## config.mk

```make
export PLATFORM = sky130hd
export DESIGN_NAME = casc_add
export DESIGN_NICKNAME = d
export VERILOG_FILES = /design/src/rtl/casc_pkg.sv /design/src/rtl/casc_operand.sv /design/src/rtl/casc_sum.sv /design/src/rtl/casc_ctrl.sv /design/src/rtl/casc_add.sv
export SDC_FILE = /design/constraint.sdc
export NUM_CORES = 1
export LEC_CHECK = 0
export BUFFER_PORTS_ARGS = -buffer_cell sky130_fd_sc_hd__buf_2
export CORE_ASPECT_RATIO = 1.75
export CORE_MARGIN = 8
export CORE_UTILIZATION = 58
export CTS_BUF_LIST = sky130_fd_sc_hd__clkbuf_8 sky130_fd_sc_hd__clkbuf_16
export DETAILED_ROUTE_END_ITERATION = 6
export PLACE_DENSITY = 0.84
export REMOVE_ABC_BUFFERS = 1
export SLEW_MARGIN = 0
export SYNTH_ARGS = -nofsm -noshare
export SYNTH_HDL_FRONTEND = slang
export SYNTH_SLANG_ARGS = --single-unit
```

## constraint.sdc

```tcl
create_clock -name clk -period 3.7 [get_ports clk]
set_input_delay 0.37 -clock clk [delete_from_list [all_inputs] [get_ports clk]]
set_output_delay 0.37 -clock clk [all_outputs]
set_load 0.05 [all_outputs]
```

## src/rtl/casc_pkg.sv

```systemverilog
package casc_pkg;

    typedef enum logic [1:0] {
        S_IDLE   = 2'd0,
        S_WIDE   = 2'd1,
        S_NARROW = 2'd2
    } res_state_t;

endpackage

```

## src/rtl/casc_operand.sv

```systemverilog
// Operand preparation: optional narrowing with sign extension, optional
// byte scaling (left shift). The shift capability exists only when
// HAS_SHIFT is set.
module casc_operand #(
    parameter int ACC_W     = 32,
    parameter int NARROW_W  = 16,
    parameter int SHIFT     = 8,
    parameter bit HAS_SHIFT = 1'b1
) (
    input  logic [ACC_W-1:0] raw,
    input  logic             narrow,
    input  logic             scale,
    output logic [ACC_W-1:0] opnd
);
    localparam int EXT_W = ACC_W - NARROW_W;

    logic [ACC_W-1:0] sized;

    always_comb begin
        if (narrow)
            sized = {{EXT_W{raw[NARROW_W-1]}}, raw[NARROW_W-1:0]};
        else
            sized = raw;
    end

    generate
        if (HAS_SHIFT) begin : g_shift
            always_comb begin
                opnd = scale ? (sized << SHIFT) : sized;
            end
        end else begin : g_plain
            logic unused_scale;
            assign unused_scale = scale;
            assign opnd = sized;
        end
    endgenerate
endmodule

```

## src/rtl/casc_sum.sv

```systemverilog
// Two's complement adder with narrow-mode wrap and overflow detection.
module casc_sum #(
    parameter int ACC_W    = 32,
    parameter int NARROW_W = 16
) (
    input  logic [ACC_W-1:0] a,
    input  logic [ACC_W-1:0] b,
    input  logic             narrow,
    output logic [ACC_W-1:0] result,
    output logic             ovf
);
    localparam int EXT_W = ACC_W - NARROW_W;
    localparam int TOP_W = ACC_W - NARROW_W + 1;

    logic [ACC_W-1:0] full;
    logic [TOP_W-1:0] upper;

    always_comb begin
        full  = a + b;
        upper = full[ACC_W-1:NARROW_W-1];
        if (narrow) begin
            result = {{EXT_W{full[NARROW_W-1]}}, full[NARROW_W-1:0]};
            ovf    = !((&upper) || !(|upper));
        end else begin
            result = full;
            ovf    = 1'b0;
        end
    end
endmodule

```

## src/rtl/casc_ctrl.sv

```systemverilog
// Result-mode state machine: tracks the precision of the held result.
module casc_ctrl
    import casc_pkg::*;
(
    input  logic clk,
    input  logic rst_n,
    input  logic in_valid,
    input  logic narrow,
    output logic out_narrow,
    output logic load
);
    res_state_t state, state_nx;

    always_ff @(posedge clk or negedge rst_n) begin
        if (!rst_n) state <= S_IDLE;
        else        state <= state_nx;
    end

    always_comb begin
        state_nx = state;
        unique case (state)
            S_IDLE, S_WIDE, S_NARROW: begin
                if (in_valid) state_nx = narrow ? S_NARROW : S_WIDE;
            end
            default: state_nx = S_IDLE;
        endcase
    end

    always_comb begin
        load       = in_valid;
        out_narrow = 1'b0;
        unique case (state)
            S_IDLE:   out_narrow = 1'b0;
            S_WIDE:   out_narrow = 1'b0;
            S_NARROW: out_narrow = 1'b1;
            default:  out_narrow = 1'b0;
        endcase
    end
endmodule

```

## src/rtl/casc_add.sv

```systemverilog
module casc_add #(
    parameter int ACC_W    = 32,
    parameter int NARROW_W = 16,
    parameter int SHIFT    = 8
) (
    input  logic             clk,
    input  logic             rst_n,
    input  logic             in_valid,
    input  logic             narrow,
    input  logic             byte_shift,
    input  logic [ACC_W-1:0] local_sum,
    input  logic [ACC_W-1:0] exp_sum,
    output logic             out_valid,
    output logic [ACC_W-1:0] out_sum,
    output logic             out_narrow,
    output logic             ovf_sticky
);
    logic [ACC_W-1:0] op_loc, op_exp, sum_c;
    logic             ovf_c, load;

    casc_operand #(.ACC_W(ACC_W), .NARROW_W(NARROW_W), .SHIFT(SHIFT),
                   .HAS_SHIFT(1'b1)) u_op_loc (
        .raw(local_sum), .narrow(narrow), .scale(byte_shift), .opnd(op_loc));

    casc_operand #(.ACC_W(ACC_W), .NARROW_W(NARROW_W), .SHIFT(SHIFT),
                   .HAS_SHIFT(1'b0)) u_op_exp (
        .raw(exp_sum), .narrow(narrow), .scale(1'b0), .opnd(op_exp));

    casc_sum #(.ACC_W(ACC_W), .NARROW_W(NARROW_W)) u_sum (
        .a(op_loc), .b(op_exp), .narrow(narrow), .result(sum_c), .ovf(ovf_c));

    casc_ctrl u_ctrl (
        .clk(clk), .rst_n(rst_n), .in_valid(in_valid), .narrow(narrow),
        .out_narrow(out_narrow), .load(load));

    always_ff @(posedge clk or negedge rst_n) begin
        if (!rst_n) begin
            out_valid  <= 1'b0;
            out_sum    <= '0;
            ovf_sticky <= 1'b0;
        end else begin
            out_valid <= load;
            if (load) begin
                out_sum <= sum_c;
                if (ovf_c) ovf_sticky <= 1'b1;
            end
        end
    end
endmodule

```

==> results.sh <==
export IMPL_hold_worst_slack_ns=0.2037
export IMPL_slew_headroom=0.3415
export IMPL_nets=697
export IMPL_grt_first_pass_wirelength_um=20800
export IMPL_ctsHoldBuffers=0
export IMPL_use_met2=0.5412
export IMPL_routabilityCongestion=0.9340
export IMPL_required_ns=3.86
export IMPL_clock_skew_ns=0.0007922
export IMPL_critical_path_buf_inv_count=2
export IMPL_critPathCaptureType="flip-flop"
export IMPL_antenna_found_initial=0
export IMPL_power_density_nw_per_um2=467.8
export IMPL_ctsResizeCount=0
export IMPL_multiInputGateArea_um2=2783
export IMPL_grt_use_total=0.2706
export IMPL_fmax_ghz=0.2891
export IMPL_clk_pin_slew_ns=0.06
export IMPL_synth_fa_ha_area_frac=0.1058
export IMPL_cts_sinks=36
export IMPL_cp_max_fo=14
export IMPL_start_util=0.5942
export IMPL_total_power_mw=2.229
export IMPL_synth_edf_count=0
export IMPL_synthArstFlopShare=1.000
export IMPL_ys_ff_latch=36
export IMPL_htree_levels=2
export IMPL_dpl_cell_count=671
export IMPL_grtUsageMet1=0.2357
export IMPL_routed_wl_um=13010
export IMPL_root_buffer="clkbuf_16"
export IMPL_dp_hpwl_um=10700
export IMPL_synth_xor_area_share=0.06360
export IMPL_cp_arrival_ns=3.62
export IMPL_worstMarginPinSlew_ns=0.9877
export IMPL_seqCellArea_um2=900.9
export IMPL_fin_setup_tns_ns=0
export IMPL_wl_per_cell_um=19.16
export IMPL_die_x_um=77.64
export IMPL_synth_compound_area_frac=0.2982
export IMPL_rsz0062_at_grt="false"
export IMPL_period_needed_ns=3.459
export IMPL_worstHoldPathType="primary input to async pin"
export IMPL_hold_viol=0
export IMPL_die_h_um=123.9
export IMPL_syn_to_final_growth_pct=23.56
export IMPL_synthMuxAreaShare=0.08436
export IMPL_avgSynthCellArea_um2=7.935
export IMPL_synth_main_ff_cell="dfrtp_1"
export IMPL_cts_buffers=5
export IMPL_path_delay_family="simple AND/OR/NAND/NOR gates"
export IMPL_pin_count=104
export IMPL_core_um2=6490
export IMPL_n_antenna_cell=0
export IMPL_first_iter_violations=207
export IMPL_fin_cells=679
export IMPL_synthCells=486
export IMPL_cts_tree="done"
export IMPL_crit_slowest_cell="nor4bb_1"
export IMPL_fp_dieArea_um2=9616
export IMPL_drive_gt1_frac=0.2697
export IMPL_ys_types=57
export IMPL_vias_per_cell=6.181
export IMPL_post_cts_setup_buffer_count=0
export IMPL_netlist_area_um2=3856
export IMPL_num_rows=39
export IMPL_synthSimpleGateAreaFrac=0.1665
export IMPL_path_cells="buf_2 -> buf_12 -> mux2_2 -> ha_1 -> a21oi_1 -> o211ai_1 -> a31oi_1 -> nand2_1 -> o311ai_1 -> nor4bb_1 -> and3_1 -> nand4b_1 -> and4b_1 -> nor3_1"
export IMPL_post_route_period_util=0.9349
export IMPL_route_antenna_remaining_nets=0
export IMPL_critPathMaxStageDelay_ns=0.38
export IMPL_busiest_layer="met2"
export IMPL_drc=0
export IMPL_maxSlewViolCount=0
export IMPL_crit_type="primary input to flip-flop"
export IMPL_clkLatencyLatePin_ns=0.28
export IMPL_vdd_drop_max_uv=369.5
export IMPL_grt_start_max_net_pins=55
export IMPL_ys_seq_area_frac=0.2336
export IMPL_ys_warn_count=0
export IMPL_leakage_nw=2.226
export IMPL_globalRouteMet3Util=0.05202
export IMPL_grt_pass1_vias=4347
export IMPL_status="finished, final reports clean"
export IMPL_final_fill_count=525
export IMPL_dr_pass1_iters=6
export IMPL_dr_total_vias=4197
export IMPL_io_buffers=103
export IMPL_grt_overflow=0
export IMPL_startpoint_type="primary input"
export IMPL_drv_cap=0
export IMPL_clockBufferDepth=2
export IMPL_setup_viol=0
export IMPL_synth_top_family_by_area="compound AO/OA/AOI/OAI gates"
cell type report:
| cell class | instances | area share |
|---|---|---|
| flip-flops and latches | 36 | 0.1891 |
| clock buffers | 5 | 0.02626 |
| repair buffers | 127 | 0.1513 |
| well taps | 82 | 0.02153 |
| clock inverters | 3 | 0.008929 |
| multi-input cells | 403 | 0.5840 |
| inverters | 23 | 0.01891 |
cells in the mapped netlist, drive strengths merged, types with 2 or more instances:
master | number | area, µm²
a21oi | 48 | 240.2
o21ai | 47 | 235.2
nand2 | 39 | 148.9
dfrtp | 36 | 900.9
ha | 31 | 387.9
nor2 | 31 | 116.4
inv | 22 | 82.58
mux2 | 20 | 225.2
o21a | 18 | 135.1
xnor2 | 18 | 157.7
clkbuf | 16 | 60.06
o211ai | 16 | 120.1
a21o | 11 | 82.58
nand3 | 11 | 55.05
a31oi | 10 | 62.56
mux2i | 10 | 100.1
nor2b | 10 | 62.56
xor2 | 10 | 87.58
buf | 8 | 38.79
nand4 | 7 | 43.79
nor3 | 7 | 35.03
a211oi | 6 | 50.05
and2 | 5 | 31.28
and3 | 5 | 31.28
o21bai | 5 | 37.54
nor4 | 4 | 25.02
o31ai | 3 | 22.52
or3 | 3 | 18.77
a2111oi | 2 | 25.02
a21boi | 2 | 15.02
a41oi | 2 | 17.52
nand2b | 2 | 12.51
nand4b | 2 | 17.52
o31a | 2 | 17.52
or4 | 2 | 15.01
flip-flops by register name, indices dropped and copies added (netlist names):
signal	flops
u_ctrl.state	2
out_sum	32
out_valid	1
ovf_sticky	1
power by group:
part | switching [mW] | internal (mW) | leakage [nW]
sequential | 0.0451 | 0.477 | 0.414
combinational | 0.804 | 0.415 | 1.73
clock | 0.171 | 0.317 | 0.0798
routing by layer:
metal | wire length [µm] | vias to the layer above
met4 | 697 | 0
met2 | 7347 | 134
li1 | - | 2015
met1 | 4391 | 1997
met5 | 0 | -
met3 | 572 | 51
cell usage in the layout (no fill, tap or decap), types with 16 or more instances in the layout:
master / synthesis / routed
a21oi_1: 48 / 48
buf_2: 4 / 103
buf_4: 1 / 22
dfrtp_1: 36 / 36
ha_1: 31 / 31
inv_1: 22 / 22
mux2_2: 20 / 20
nand2_1: 38 / 38
nor2_1: 31 / 31
o211ai_1: 16 / 16
o21a_1: 18 / 18
o21ai_0: 40 / 40
xnor2_1: 18 / 18
final timing paths:
check | startpoint | to | slack, ns | cells after the start
min reg2reg | out_sum[22]$_DFFE_PN0P_ | out_sum[22]$_DFFE_PN0P_ | 0.47 | 1
max | byte_shift | ovf_sticky$_DFFE_PN0P_ | 0.24 | 14
max reg2reg | ovf_sticky$_DFFE_PN0P_ | ovf_sticky$_DFFE_PN0P_ | 2.13 | 5
min in group clk | exp_sum[0] | out_sum[0]$_DFFE_PN0P_ | 0.45 | 3
max in group asynchronous | rst_n | out_sum[18]$_DFFE_PN0P_ | 2.92 | 1
min | rst_n | out_sum[4]$_DFFE_PN0P_ | 0.20 | 1
metrics by stage:
step                      worst slack (ns)  instance area, µm²  utilization
final                               0.2410                4765       0.7341
after global routing               0.01407                4765       0.7341
after CTS                           0.1477                4748       0.7316
after detailed placement          -0.05489                4581       0.7058
after global placement            0.006305                4581       0.7058
after floorplan                     0.5154                3757            -
cells by family after synthesis:
| group | after synthesis |
|---|---|
| muxes | 30 |
| adders and majority gates | 32 |
| buffers and inverters | 47 |
| DFF | 36 |
| and+or+nand+nor | 131 |
| AOI/OAI and AO/OA | 182 |
| xor gates and xnor gates | 28 |
Power figures use the tool's default switching activity.
